`config.mk`:
```
export PLATFORM = sky130hd
export DESIGN_NAME = seg_load_unit
export DESIGN_NICKNAME = d
export VERILOG_FILES = /design/src/rtl/seg_load_pkg.sv /design/src/rtl/seg_desc_fetch.sv /design/src/rtl/seg_desc_unpack.sv /design/src/rtl/seg_rule_check.sv /design/src/rtl/seg_load_unit.sv
export SDC_FILE = /design/constraint.sdc
export NUM_CORES = 1
export LEC_CHECK = 0
export BUFFER_PORTS_ARGS = -buffer_cell sky130_fd_sc_hd__buf_4
export CORE_ASPECT_RATIO = 1.75
export CORE_MARGIN = 2
export CORE_UTILIZATION = 60
export CTS_BUF_LIST = sky130_fd_sc_hd__clkbuf_8
export CTS_CLUSTER_SIZE = 10
export DETAILED_ROUTE_END_ITERATION = 10
export PLACE_DENSITY = 0.87
export SETUP_SLACK_MARGIN = 0.4
export SYNTH_ARGS = -nofsm -noshare
export SYNTH_HDL_FRONTEND = slang
export SYNTH_SLANG_ARGS = --single-unit
```
`constraint.sdc`:
```
create_clock -name clk -period 6.6 [get_ports clk]
set_input_delay 1.32 -clock clk [delete_from_list [all_inputs] [get_ports clk]]
set_output_delay 1.32 -clock clk [all_outputs]
set_load 0.1 [all_outputs]
```
`src/rtl/seg_load_pkg.sv`:
```
package seg_load_pkg;

    localparam int SEL_W   = 16;
    localparam int ADDR_W  = 32;
    localparam int WORD_W  = 32;
    localparam int LIM20_W = 20;
    localparam int FLAG_W  = 9;
    localparam int STEP_B  = 4;

    typedef enum logic [1:0] {
        FLT_NONE  = 2'd0,
        FLT_GP    = 2'd1,
        FLT_STACK = 2'd2,
        FLT_NP    = 2'd3
    } fault_e;

    typedef struct packed {
        logic       dsize;
        logic       present;
        logic [1:0] dpl;
        logic       s_bit;
        logic       exec;
        logic       dir_conf;
        logic       rw;
        logic       accessed;
    } seg_flags_t;

    typedef struct packed {
        logic [SEL_W-1:0]  sel;
        logic [ADDR_W-1:0] base;
        logic [ADDR_W-1:0] limit;
        seg_flags_t        flags;
    } seg_cache_t;

    function automatic logic [SEL_W-1:0] sel_offset(input logic [SEL_W-1:0] s);
        return {s[SEL_W-1:3], 3'b000};
    endfunction

    function automatic logic [1:0] sel_rpl(input logic [SEL_W-1:0] s);
        return s[1:0];
    endfunction

endpackage

```
`src/rtl/seg_desc_fetch.sv`:
```
module seg_desc_fetch
    import seg_load_pkg::*;
(
    input  logic              clk,
    input  logic              rst,
    input  logic              go,
    input  logic [ADDR_W-1:0] start_addr,
    output logic              mem_req,
    output logic [ADDR_W-1:0] mem_addr,
    input  logic              mem_ack,
    input  logic [WORD_W-1:0] mem_rdata,
    output logic              words_vld,
    output logic [WORD_W-1:0] w_lo,
    output logic [WORD_W-1:0] w_hi
);
    typedef enum logic [1:0] {F_IDLE, F_LO, F_HI} fst_e;
    fst_e fst;

    always_ff @(posedge clk) begin
        if (rst) begin
            fst       <= F_IDLE;
            mem_addr  <= '0;
            w_lo      <= '0;
            w_hi      <= '0;
            words_vld <= 1'b0;
        end else begin
            words_vld <= 1'b0;
            unique case (fst)
                F_IDLE: if (go) begin
                    mem_addr <= start_addr;
                    fst      <= F_LO;
                end
                F_LO: if (mem_ack) begin
                    w_lo     <= mem_rdata;
                    mem_addr <= mem_addr + ADDR_W'(STEP_B);
                    fst      <= F_HI;
                end
                F_HI: if (mem_ack) begin
                    w_hi      <= mem_rdata;
                    words_vld <= 1'b1;
                    fst       <= F_IDLE;
                end
                default: fst <= F_IDLE;
            endcase
        end
    end

    assign mem_req = (fst != F_IDLE);
endmodule

```
`src/rtl/seg_desc_unpack.sv`:
```
module seg_desc_unpack
    import seg_load_pkg::*;
#(
    parameter int GRAN_SHIFT = 12
) (
    input  logic [WORD_W-1:0] w_lo,
    input  logic [WORD_W-1:0] w_hi,
    output logic [ADDR_W-1:0] base,
    output logic [ADDR_W-1:0] limit,
    output seg_flags_t        flags
);
    logic [LIM20_W-1:0] lim20;
    logic               gran;
    logic               unused_hi_bits;

    assign base  = {w_hi[31:24], w_hi[7:0], w_lo[31:16]};
    assign lim20 = {w_hi[19:16], w_lo[15:0]};
    assign gran  = w_hi[23];

    always_comb begin
        if (gran) limit = ADDR_W'(lim20) << GRAN_SHIFT;
        else      limit = ADDR_W'(lim20);
    end

    always_comb begin
        flags.accessed = w_hi[8];
        flags.rw       = w_hi[9];
        flags.dir_conf = w_hi[10];
        flags.exec     = w_hi[11];
        flags.s_bit    = w_hi[12];
        flags.dpl      = w_hi[14:13];
        flags.present  = w_hi[15];
        flags.dsize    = w_hi[22];
    end

    assign unused_hi_bits = ^w_hi[21:20];
endmodule

```
`src/rtl/seg_rule_check.sv`:
```
module seg_rule_check
    import seg_load_pkg::*;
(
    input  logic             is_stack,
    input  logic [SEL_W-1:0] sel,
    input  logic [1:0]       cpl,
    input  seg_flags_t       flags,
    output fault_e           fault
);
    logic [1:0] rpl;
    logic       null_sel;
    logic       stk_gp;
    logic       dat_gp;
    logic       unused_flag_bits;

    assign rpl      = sel_rpl(sel);
    assign null_sel = (sel[SEL_W-1:3] == '0);

    assign stk_gp = null_sel || !flags.s_bit || flags.exec || !flags.rw ||
                    (rpl != cpl) || (rpl != flags.dpl);
    assign dat_gp = !flags.s_bit || ((rpl > flags.dpl) && (cpl > flags.dpl));

    always_comb begin
        if (is_stack) begin
            if (stk_gp)              fault = FLT_GP;
            else if (!flags.present) fault = FLT_STACK;
            else                     fault = FLT_NONE;
        end else begin
            if (dat_gp)              fault = FLT_GP;
            else if (!flags.present) fault = FLT_NP;
            else                     fault = FLT_NONE;
        end
    end

    assign unused_flag_bits = flags.dsize ^ flags.dir_conf ^ flags.accessed;
endmodule

```
`src/rtl/seg_load_unit.sv`:
```
module seg_load_unit
    import seg_load_pkg::*;
#(
    parameter int GRAN_SHIFT = 12,
    parameter int REAL_SHIFT = 4
) (
    input  logic        clk,
    input  logic        rst,
    input  logic        load_start,
    input  logic [15:0] load_sel,
    input  logic        load_stack,
    input  logic [1:0]  cur_cpl,
    input  logic        prot_en,
    input  logic        v86_mode,
    input  logic [31:0] tbl_base,
    input  logic [15:0] tbl_limit,
    output logic        mem_req,
    output logic [31:0] mem_addr,
    input  logic        mem_ack,
    input  logic [31:0] mem_rdata,
    output logic        done,
    output logic [1:0]  fault_code,
    output logic [15:0] c_sel,
    output logic [31:0] c_base,
    output logic [31:0] c_limit,
    output logic [8:0]  c_flags
);
    seg_cache_t        cache_q;
    fault_e            fault_q;
    fault_e            rule_fault;
    logic              busy;
    logic [SEL_W-1:0]  sel_q;
    logic              stack_q;
    logic [1:0]        cpl_q;
    logic              real_path;
    logic              in_bounds;
    logic              fetch_go;
    logic [ADDR_W-1:0] fetch_addr;
    logic              words_vld;
    logic [WORD_W-1:0] w_lo;
    logic [WORD_W-1:0] w_hi;
    logic [ADDR_W-1:0] dec_base;
    logic [ADDR_W-1:0] dec_limit;
    seg_flags_t        dec_flags;

    assign real_path  = !prot_en || v86_mode;
    assign in_bounds  = (sel_offset(load_sel) <= tbl_limit);
    assign fetch_go   = !busy && load_start && !real_path && in_bounds;
    assign fetch_addr = tbl_base + ADDR_W'(sel_offset(load_sel));

    seg_desc_fetch u_fetch (
        .clk       (clk),
        .rst       (rst),
        .go        (fetch_go),
        .start_addr(fetch_addr),
        .mem_req   (mem_req),
        .mem_addr  (mem_addr),
        .mem_ack   (mem_ack),
        .mem_rdata (mem_rdata),
        .words_vld (words_vld),
        .w_lo      (w_lo),
        .w_hi      (w_hi)
    );

    seg_desc_unpack #(.GRAN_SHIFT(GRAN_SHIFT)) u_unpack (
        .w_lo (w_lo),
        .w_hi (w_hi),
        .base (dec_base),
        .limit(dec_limit),
        .flags(dec_flags)
    );

    seg_rule_check u_rules (
        .is_stack(stack_q),
        .sel     (sel_q),
        .cpl     (cpl_q),
        .flags   (dec_flags),
        .fault   (rule_fault)
    );

    always_ff @(posedge clk) begin
        if (rst) begin
            cache_q <= '0;
            fault_q <= FLT_NONE;
            done    <= 1'b0;
            busy    <= 1'b0;
            sel_q   <= '0;
            stack_q <= 1'b0;
            cpl_q   <= '0;
        end else begin
            done <= 1'b0;
            if (!busy && load_start) begin
                if (real_path) begin
                    cache_q.sel  <= load_sel;
                    cache_q.base <= ADDR_W'(load_sel) << REAL_SHIFT;
                    fault_q      <= FLT_NONE;
                    done         <= 1'b1;
                end else if (!in_bounds) begin
                    fault_q <= FLT_GP;
                    done    <= 1'b1;
                end else begin
                    busy    <= 1'b1;
                    sel_q   <= load_sel;
                    stack_q <= load_stack;
                    cpl_q   <= cur_cpl;
                end
            end else if (busy && words_vld) begin
                busy    <= 1'b0;
                done    <= 1'b1;
                fault_q <= rule_fault;
                if (rule_fault == FLT_NONE) begin
                    cache_q.sel   <= sel_q;
                    cache_q.base  <= dec_base;
                    cache_q.limit <= dec_limit;
                    cache_q.flags <= dec_flags;
                end
            end
        end
    end

    assign fault_code = fault_q;
    assign c_sel      = cache_q.sel;
    assign c_base     = cache_q.base;
    assign c_limit    = cache_q.limit;
    assign c_flags    = cache_q.flags;
endmodule

```
==> results by group, run 1 <==
Outcome
  – Status: complete, no violations

Placement
  – Gpl congestion: 0.953
  – Port bufs: 229
  – Setup WS pre-CTS: 2.62 ns
  – Placed insts: 1,584
  – DP HPWL: 21,500 um

Yosys
  – Post-synth top area cell: dfxtp_1
  – Mapped Cells: 1,241
  – Netlist Area Pre-Place: 9860 um2
  – Post-synth ARST share: 0
  – Area contributors post-synth: dfxtp_1 (42%), a21oi_1 (10%), nand2_1 (9.1%)
  – Mean Syn Cell Area: 7.94 um2
  – Register area share after synthesis: 0.425
  – Post-synth EDFFs: 0
  – Synth Register Bits: 209
  – Top cell type's share of synthesized area: 0.425
  – Synth Net Count: 1,378
  – Synth Warn #: 0
  – Top_reg_cell synth: dfxtp_1
  – Distinct cells, synth: 69

Global route
  – Busiest grt layer: met2
  – Met1 Track Usage GR: 0.383
  – Met3 Track Usage GR: 0.0585
  – Initial antenna violation count: 1
  – GRT Util Overall: 0.335
  – Global-route wire length before repair: 47,100 um
  – Number of global-route vias before repair: 9,271
  – Met2 Usage GRT: 0.574
  – Congestion Overflow GR: 0
  – Largest net degree at the start of global routing: 97

Floorplan
  – Core area: 16,200 um2
  – DIE AREA: 17,500 um2
  – Starting density of the core: 0.608
  – Ports: 230
  – Standard-cell rows: 62
  – Vert. Die Dim: 174 um
  – Die W: 101 um

STA
  – Slew @ Worst Pin: 1.15 ns
  – Setup-failing EPs final: 0
  – Fin. Hold Viols: 0
  – RSZ-0062 raised after global routing: false
  – Max Clk Rate: 0.290 GHz
  – TNS Setup: 0 ns
  – Slew HR: 0.234
  – Final setup margin: 3.15 ns
  – Clock Skews: 0.0197 ns
  – Fin. max-slew vios: 0
  – Final period util: 0.523
  – Crit path time final: 3.45 ns

CTS
  – Post-CTS Setup Bufs: 0
  – Root buffer cell: clkbuf_8
  – Hold bufs inserted after CTS: 0
  – Resize count post-CTS: 0
  – Clk_lat worst skew: 0.55 ns
  – CTS sink cnt: 209
  – CTS tree: yes
  – Total CTS buffers: 29
  – CTS H-tree depth: 1
  – Clock transition at path regs: 0.07 ns
  – Max Root-Sink Buffers: 3

Min path
  – HP Class: reg -> reg

Job
  – Max-capacitance violation count: 0

Finish
  – Layout area overhead: 21.8%
  – Nets: 1,560
  – Finished Layout Cells: 1,630
  – Most frequent cells in the layout: nand2_1 (239), buf_4 (235), dfxtp_1 (209), a21oi_1 (201), nor2_1 (64)
  – Commonest non-fill, non-tap cell in the layout: nand2_1
  – Layout cells sized above 1: 0.205

Routing
  – Number of DRC markers in iteration 0: 572
  – Pre-antenna DRT Iters: 6
  – Final WL: 30,300 um
  – Post-DR wirelength/cell: 18.6 um
  – Routed Antenna Nets: 0
  – Residual DRC: 0
  – Via count: 9,923
  – Vias per cell: 6.09

Worst setup path
  – Slowest cell on crit path: nand2_1
  – Max Fanout on Critical Path: 22
  – Worst-path cell chain: buf_4 -> ha_1 -> a21o_1 -> a221o_1 -> a221oi_2 -> nand3_2 -> nand2_1 -> a21oi_1 -> a311oi_1
  – Startpoint types: input pin
  – Critical path required time: 7.04 ns
  – Kind of critical path: in -> reg
  – Critical Path Sink Type: flop
  – Crit-path max cell delay: 0.58 ns
  – Crit path arrival time: 3.89 ns

Power
  – PD cells: 222 nW/um2
  – Leak: 4.87 nW
  – Total power: 2.67 mW
  – Peak supply drop: 0.204 mV
cells by family after synthesis:
family | after synthesis | share of synthesized area
AO/OA/AOI/OAI | 337 | 0.192
flip-flops | 209 | 0.425
adder cells (fa/ha/maj) | 32 | 0.0414
XOR/XNOR | 25 | 0.0222
AND/OR/NAND/NOR | 496 | 0.240
multiplexers | 29 | 0.0298
buffers and inverters | 113 | 0.0495
Yosys cell counts, types with 4 or more instances:
library cell / number
nand2_1: 239
dfxtp_1: 209
a21oi_1: 201
nor2_1: 66
o21ai_0: 61
clkbuf_1: 59
nand3_1: 52
and3_1: 42
ha_1: 31
inv_1: 28
mux2i_1: 26
nor3_1: 22
xor2_1: 16
buf_2: 15
nand3b_1: 14
a211oi_1: 11
and4_1: 10
o22ai_1: 9
xnor2_1: 9
nand2b_1: 8
nand4_1: 8
a21o_1: 7
a31oi_1: 7
nor4_1: 7
a311oi_1: 6
and2_1: 6
buf_1: 4
o21ai_1: 4
critical path: cells and delay by family:
kind	cells	cell delay (ns)
adder cells (fa/ha/maj)	1	0.30
buffers and inverters	1	0.13
AO/OA/AOI/OAI	5	1.35
AND/OR/NAND/NOR	2	0.77
final timing paths:
| check | from | endpoint | slack [ns] | cells after the start |
|---|---|---|---|---|
| min | u_fetch.w_hi[4] | c_base[20] | 0.44 | 2 |
| max | load_sel[6] | u_fetch.mem_addr[2] | 3.15 | 9 |
| min reg2reg | u_fetch.w_hi[4] | c_base[20] | 0.44 | 2 |
| max reg2reg | u_fetch.w_hi[14] | c_base[19] | 3.48 | 10 |
metrics by stage:
step	utilization	hold slack [ns]	area, um2
finish	0.741	0.438	12000
global route	0.741	0.457	12000
CTS	0.740	0.439	12000
detailed placement	0.710	0.446	11500
global placement	0.710	0.438	11500
floorplan	-	0.432	9860
where the power goes:
group | switching [mW] | internal [mW] | total (mW) | leakage (nW)
Sequential | 0.0265 | 1.29 | 1.31 | 1.69
Clock | 0.459 | 0.436 | 0.896 | 0.295
Combinational | 0.316 | 0.139 | 0.455 | 2.89
Total | 0.802 | 1.86 | 2.67 | 4.87
cell type report:
cell class | instances | area [um2]
timing repair buffer | 236 | 1780
antenna | 1 | 2.50
tap | 192 | 240
clock inverter | 13 | 52.6
sequential | 209 | 4180
multi-input combinational | 919 | 5210
clock buffer | 32 | 440
fill | 1282 | 4210
inverter | 28 | 105
per-layer routing:
metal	part of all wire	up-vias	wire length [um]
met1	0.36	4633	10900
met5	0	-	0
li1	-	4704	-
met4	0.059	0	1790
met2	0.51	485	15300
met3	0.077	101	2340
registers in the layout, indices dropped and copies added (netlist names), 2 cells and up:
name / flops
c_flags: 9
c_limit: 32
u_fetch.w_hi: 30
u_fetch.w_lo: 32
u_fetch.fst: 2
c_base: 32
c_sel: 16
sel_q: 16
cpl_q: 2
u_fetch.mem_addr: 32
fault_code: 2
Note: power is estimated with default switching activity, not from simulation.
==> inputs of run 2 (changes only) <==
--- a/config.mk
+++ b/config.mk
@@ -8,11 +8,11 @@
 export BUFFER_PORTS_ARGS = -buffer_cell sky130_fd_sc_hd__buf_4
 export CORE_ASPECT_RATIO = 1.75
 export CORE_MARGIN = 2
-export CORE_UTILIZATION = 60
+export CORE_UTILIZATION = 56
 export CTS_BUF_LIST = sky130_fd_sc_hd__clkbuf_8
 export CTS_CLUSTER_SIZE = 10
 export DETAILED_ROUTE_END_ITERATION = 10
-export PLACE_DENSITY = 0.87
+export PLACE_DENSITY = 0.82
 export SETUP_SLACK_MARGIN = 0.4
 export SYNTH_ARGS = -nofsm -noshare
 export SYNTH_HDL_FRONTEND = slang
==> constraint.sdc (replaced) <==
create_clock -name clk -period 3.2 [get_ports clk]
set_input_delay 0.64 -clock clk [delete_from_list [all_inputs] [get_ports clk]]
set_output_delay 0.64 -clock clk [all_outputs]
set_load 0.1 [all_outputs]
==> run 2 against run 1 <==
First-iteration DRC count rose by 9.8%. Hold slack got worse by 0.11 ns. Design area rose by 2.8%. Critical path depth rose by 1. Utilization fell by 3.0 points. Clock power rose by 150%. Setup slack got worse by 2.5 ns. Global-route usage fell by 1.4 points. Sequential share of layout area fell by 0.92 points. Flip-flop and latch count did not move. Via count fell by 0.73%. Critical endpoint is now sel_q[11]. Largest cell class unchanged.
==> results by group, run 2 (synthesized netlist as in run 1, its figures left out) <==
STA
  – Slew HR: 0.236
  – Max Clk Rate: 0.387 GHz
  – RSZ-0062 raised after global routing: false
  – Fin. max-slew vios: 0
  – Fin. Hold Viols: 0
  – Setup-failing EPs final: 0
  – Final period util: 0.807
  – TNS Setup: 0 ns
  – Crit path time final: 2.58 ns
  – Slew @ Worst Pin: 1.14 ns
  – Clock Skews: 0.0173 ns
  – Final setup margin: 0.618 ns

CTS
  – CTS tree: yes
  – Root buffer cell: clkbuf_8
  – CTS H-tree depth: 1
  – CTS sink cnt: 209
  – Total CTS buffers: 30
  – Clock transition at path regs: 0.06 ns
  – Hold bufs inserted after CTS: 0
  – Clk_lat worst skew: 0.55 ns
  – Max Root-Sink Buffers: 3

Finish
  – Layout cells sized above 1: 0.220
  – Nets: 1,574
  – FILL cells: 1,456
  – Commonest non-fill, non-tap cell in the layout: buf_4
  – Layout area overhead: 25.3%
  – Finished Cell Area: 12,300 um2
  – Most frequent cells in the layout: buf_4 (245), nand2_1 (239), dfxtp_1 (205), a21oi_1 (201), nor2_1 (64)
  – Total area of sequential cells: 4190 um2
  – Area of the multi-input gates: 5220 um2

Floorplan
  – Die W: 104 um
  – Ports: 230
  – Vert. Die Dim: 179 um
  – Core area: 17,400 um2
  – DIE AREA: 18,700 um2
  – Starting density of the core: 0.567
  – Standard-cell rows: 64

Global route
  – Initial antenna violation count: 1
  – Congestion Overflow GR: 0
  – Met3 Track Usage GR: 0.0471
  – Global-route wire length before repair: 49,100 um
  – Busiest grt layer: met2
  – Number of global-route vias before repair: 9,491
  – Met1 Track Usage GR: 0.358
  – Met2 Usage GRT: 0.575
  – Largest net degree at the start of global routing: 92
  – GRT Util Overall: 0.321

Power
  – Peak supply drop: 0.406 mV
  – Leak: 5.02 nW
  – PD cells: 474 nW/um2

Worst setup path
  – Critical path required time: 3.60 ns
  – RR Startpoint: cpl_q[0]
  – Cell family with the largest share of critical-path delay: compound AO/OA/AOI/OAI gates
  – Worst-path cell chain: buf_4 -> ha_1 -> a21o_1 -> a221o_1 -> a221oi_2 -> a21o_2 -> and2_2 -> buf_12 -> mux2i_1 -> nor2_1
  – Crit path arrival time: 2.99 ns
  – Slowest cell on crit path: a221o_1
  – Kind of critical path: in -> reg
  – Buffers & Inverters on Critical Path: 2
  – Startpoint types: input pin
  – R2R Path End: c_base[15]
  – Reg2Reg Setup Slack: 0.64 ns
  – Critical Path Sink Type: flop
  – Max Fanout on Critical Path: 12
  – FF-to-FF path depth: 10
  – Crit-path max cell delay: 0.38 ns

Placement
  – Gpl congestion: 0.953
  – Port bufs: 229
  – DP HPWL: 22,500 um
  – Setup WS pre-CTS: 0.0928 ns
  – Placed Instance Area: 11,700 um2

Routing
  – Routed Antenna Nets: 0
  – Pre-antenna DRT Iters: 5
  – Residual DRC: 0
  – Vias per cell: 5.82
  – Final WL: 30,900 um
  – Post-DR wirelength/cell: 18.3 um
  – Via count: 9,851
  – Number of DRC markers in iteration 0: 628

Min path
  – Worst Hold Endpoint: c_base[6]
  – HP Class: in -> reg
  – Critical hold path startpoint: load_sel[2]
  – Hold Path Depth: 3

Outcome
  – Status: complete, no violations

Job
  – Max-capacitance violation count: 0
-- run 2: changes by cell type in the layout (fill, tap and decap cells not counted), sizes merged --
cell,change
buf,+13
clkbuf,+4
clkinv,+1
bufinv,+2
inv,+3
clkinvlp,+1
-- run 2: through the flow --
step,util,cells,total power [mW],hold WS [ns]
global placement,0.673,1636,3.70,0.440
CTS,0.710,1692,5.87,0.300
detailed placement,0.673,1636,3.71,0.446
floorplan,-,1241,3.38,0.432
finish,0.711,1693,5.85,0.323
global route,0.711,1693,6.02,0.326
-- run 2: report_power, final --
part	switching (mW)	internal, mW
registers	0.0547	2.66
logic	0.651	0.296
clock network	1.01	1.18
total	1.72	4.13
-- run 2: area by class of cell --
class / instances / share of cell area
Tap cell: 231 / 0.0234
Sequential cell: 209 / 0.339
Timing Repair Buffer: 249 / 0.155
Inverter: 28 / 0.00851
Multi-Input combinational cell: 919 / 0.423
Antenna cell: 1 / 0.000203
Clock inverter: 20 / 0.0110
Clock buffer: 36 / 0.0401
-- run 2: tightest hold or removal path, cell delays in order --
cell     delay [ns]
buf_4          0.09
nand2_1        0.05
o21ai_0        0.06
-- run 2: timing repair --
action                     4_1_cts  5_1_grt
setup endpoints to repair        0       16
setup buffers                    0        0
resized for setup                0        2
-- run 2: how the worst max path moves through the flow --
stage / slack (ns) / from / endpoint / depth (start not counted)
finish: 0.62 / load_sel[6] / sel_q[11] / 10
detailed placement: 0.09 / load_sel[6] / sel_q[11] / 10
global placement: 0.12 / load_sel[6] / sel_q[7] / 10
floorplan: 0.46 / u_fetch.mem_addr[11] / u_fetch.mem_addr[26] / 8
global route: 0.45 / cpl_q[0] / c_base[15] / 10
CTS: 0.53 / sel_q[0] / c_base[17] / 10
-- run 2: metal layers --
metal,wire length [um],vias up
met4,1740,0
met2,16000,398
met1,11300,4626
met3,1940,81
li1,-,4746
met5,0,-
==> inputs of run 3 (changes only) <==
--- a/config.mk
+++ b/config.mk
@@ -5,14 +5,15 @@
 export SDC_FILE = /design/constraint.sdc
 export NUM_CORES = 1
 export LEC_CHECK = 0
+export ABC_AREA = 1
 export BUFFER_PORTS_ARGS = -buffer_cell sky130_fd_sc_hd__buf_4
 export CORE_ASPECT_RATIO = 1.75
 export CORE_MARGIN = 2
-export CORE_UTILIZATION = 56
+export CORE_UTILIZATION = 52
 export CTS_BUF_LIST = sky130_fd_sc_hd__clkbuf_8
 export CTS_CLUSTER_SIZE = 10
 export DETAILED_ROUTE_END_ITERATION = 10
-export PLACE_DENSITY = 0.82
+export PLACE_DENSITY = 0.79
 export SETUP_SLACK_MARGIN = 0.4
 export SYNTH_ARGS = -nofsm -noshare
 export SYNTH_HDL_FRONTEND = slang
==> constraint.sdc (replaced) <==
create_clock -name clk -period 2.2 [get_ports clk]
set_input_delay 0.44 -clock clk [delete_from_list [all_inputs] [get_ports clk]]
set_output_delay 0.44 -clock clk [all_outputs]
set_load 0.1 [all_outputs]
==> run 3 against run 2 <==
The run now ends with setup timing left. Clock skew increased by 0.014 ns. Critical endpoint is now c_limit[24]. Hold slack worse by 0.21 ns. Register-to-register slack worse by 0.72 ns. Design area up 27%. First-iteration DRC count up 56%. Synthesized cell count increased by 36%. Clock-buffer cell count is 3 higher.
==> results by group, run 3 <==
Worst setup path
  – Crit path depth: 14
  – Kind of critical path: reg -> reg
  – Crit-path max cell delay: 0.34 ns
  – CP dominant cell by count: nand2_2
  – Worst-path cell chain: inv_4 -> ha_4 -> nand2_2 -> nand3b_1 -> nor2_1 -> nand2_1 -> nand2_2 -> buf_12 -> nand4_4 -> inv_8 -> buf_6 -> clkbuf_16 -> nand3_2 -> a21oi_1
  – Crit path arrival time: 2.79 ns
  – Critical path required time: 2.71 ns
  – FF-to-FF path depth: 14
  – Max Fanout on Critical Path: 8
  – Critical Path Sink Type: flop
  – Slowest cell on crit path: dfxtp_2
  – Cell family with the largest share of critical-path delay: simple AND/OR/NAND/NOR gates
  – Buffers & Inverters on Critical Path: 5
  – Startpoint types: flop

Placement
  – Port bufs: 229
  – DP HPWL: 30,100 um
  – Gpl congestion: 0.984

Routing
  – Post-DR wirelength/cell: 19.8 um
  – Routed Antenna Nets: 0
  – Via count: 13,000
  – Pre-antenna DRT Iters: 7
  – Residual DRC: 0
  – Vias per cell: 5.76
  – Number of DRC markers in iteration 0: 977
  – Final WL: 44,600 um

Global route
  – Global-route wire length before repair: 63,800 um
  – Congestion Overflow GR: 0
  – Largest net degree at the start of global routing: 137
  – GRT Util Overall: 0.363
  – Number of global-route vias before repair: 12,500
  – Initial antenna violation count: 1

Finish
  – Util after Layout: 0.758
  – Commonest non-fill, non-tap cell in the layout: nand2_1
  – Layout cells sized above 1: 0.314
  – Layout area overhead: 43.6%
  – Most frequent cells in the layout: nand2_1 (328), buf_4 (297), nor2_1 (194), inv_1 (183), dfxtp_1 (176)
  – FILL cells: 1,549
  – Nets: 2,121

CTS
  – CTS tree: yes
  – CTS H-tree depth: 1
  – Clk_lat worst skew: 0.60 ns
  – CTS sink cnt: 209
  – Max Root-Sink Buffers: 3
  – Total CTS buffers: 30
  – Hold bufs inserted after CTS: 0
  – Root buffer cell: clkbuf_8
  – Clock transition at path regs: 0.07 ns

Yosys
  – Mux cell area share after synthesis: 0
  – Netlist Area Pre-Place: 11,000 um2
  – Distinct cells, synth: 39
  – Top_reg_cell synth: dfxtp_1
  – Complex-gate fraction of the synthesized area: 0.128
  – Most frequent cell after synthesis: nand2_1
  – Synth Net Count: 1,819
  – Mean Syn Cell Area: 6.51 um2
  – Post-synthesis adder-cell area fraction: 0.0372
  – Synth Area in XOR/XNOR: 0.0160
  – Mapped Cells: 1,682
  – Combinational family with the most area after synthesis: simple AND/OR/NAND/NOR gates
  – Synth Warn #: 0
  – Post-synth EDFFs: 0
  – Top cell type's share of synthesized area: 0.382
  – Synth Register Bits: 209
  – Post-synth ARST share: 0
  – Area contributors post-synth: dfxtp_1 (38%), nand2_1 (14%), nand3_1 (9.2%)
  – Commonest cells in the netlist: nand2_1 (399), nor2_1 (216), dfxtp_1 (209), nand3_1 (202), inv_1 (192)
  – Post-synth top area cell: dfxtp_1
  – Register area share after synthesis: 0.382
  – Synth Area in Simple Gates: 0.336

Floorplan
  – Die W: 114 um
  – Starting density of the core: 0.528
  – Ports: 230
  – Vert. Die Dim: 196 um
  – Core area: 20,800 um2
  – DIE AREA: 22,300 um2
  – Standard-cell rows: 70

STA
  – Slew HR: 0.494
  – RSZ-0062 raised after global routing: true
  – Final period util: 1.03
  – Clock Skews: 0.0318 ns
  – Minimum hold slack: 0.110 ns
  – Slew @ Worst Pin: 0.751 ns
  – Setup-failing EPs final: 10
  – Fin. Hold Viols: 0
  – Fin. max-slew vios: 0
  – Final setup margin: -0.0763 ns
  – Crit path time final: 2.28 ns
  – Max Clk Rate: 0.439 GHz

Job
  – Max-capacitance violation count: 0

Outcome
  – Status: complete, but fails checks
  – Failing checks: setup timing

Min path
  – HP Class: in -> reg
  – Hold Path Depth: 3

Power
  – Peak supply drop: 0.506 mV
  – Leak: 6.93 nW
  – PD cells: 591 nW/um2
==> run 3: changes by cell type after synthesis, moves of 8 or more <==
| cell | previous run | this run |
|---|---|---|
| a21oi_1 | 201 | 159 |
| and3_1 | 42 | 1 |
| and4_1 | 10 | 0 |
| buf_2 | 15 | 24 |
| clkbuf_1 | 59 | 48 |
| inv_1 | 28 | 192 |
| mux2i_1 | 26 | 0 |
| nand2_1 | 239 | 399 |
| nand2b_1 | 8 | 0 |
| nand3_1 | 52 | 202 |
| nand3b_1 | 14 | 6 |
| nor2_1 | 66 | 216 |
| o21ai_0 | 61 | 97 |
| o22ai_1 | 9 | 0 |
==> run 3: worst min-delay path, cell delays in order <==
cell,delay [ns]
buf_4,0.07
o21ai_0,0.07
a21oi_1,0.10
==> run 3: layout make-up <==
type	instances	area, um2	area share
clock inverter	9	51.3	0.00326
sequential	209	4250	0.270
tap	252	315	0.0200
timing repair buffer	351	3230	0.205
clock buffer	39	537	0.0341
inverter	197	785	0.0498
multi-input combinational	1195	6570	0.418
antenna	1	2.50	0.000159
==> run 3: cells by family after synthesis <==
kind of cell / Yosys count
buf+inv: 278
xor+xnor: 20
compound gates: 273
fa+ha+maj: 32
flops: 209
simple gates: 870
==> run 3: path summary, 6_finish.rpt <==
kind,slack [ns],start,endpoint
worst max-delay path,-0.08,u_fetch.w_hi[14],c_limit[24]
worst min register to register,0.44,u_fetch.w_hi[25],u_fetch.w_hi[25]
worst max register to register,-0.08,u_fetch.w_hi[14],c_limit[24]
worst min-delay path,0.11,tbl_base[0],u_fetch.mem_addr[0]
==> run 3: per-stage QoR <==
| stage | instances | area (um2) | worst slack (ns) | setup TNS [ns] | power, mW |
|---|---|---|---|---|---|
| floorplan | 1682 | 11300 | 0.313 | 0 | 5.35 |
| global placement | 2168 | 13700 | -0.272 | -2.57 | 6.12 |
| detailed placement | 2168 | 13700 | -0.309 | -3.86 | 6.14 |
| CTS | 2236 | 15000 | 0.0836 | 0 | 9.19 |
| global route | 2253 | 15700 | -0.119 | -3.95 | 9.61 |
| finish | 2253 | 15700 | -0.0763 | -0.182 | 9.30 |
==> run 3: per-layer routing <==
layer	global-route usage	routed length (um)
met1	0.350	14000
met2	0.683	23400
met4	0.283	4350
met3	0.0426	2870
met5	0	0
==> run 3: report_power, final <==
part / leakage [nW] / switching, mW / internal, mW / total (mW)
Sequential: 1.71 / 0.125 / 3.89 / 4.02
Combinational: 4.90 / 1.48 / 0.724 / 2.20
Clock: 0.323 / 1.51 / 1.57 / 3.08
==> run 3: timing repair <==
| item | CTS | global route |
|---|---|---|
| setup endpoints to repair | 102 | 114 |
| resized for setup | 91 | 147 |
| setup buffers | 14 | 7 |
| cloned | 6 | 9 |
| pin swaps | 48 | 22 |
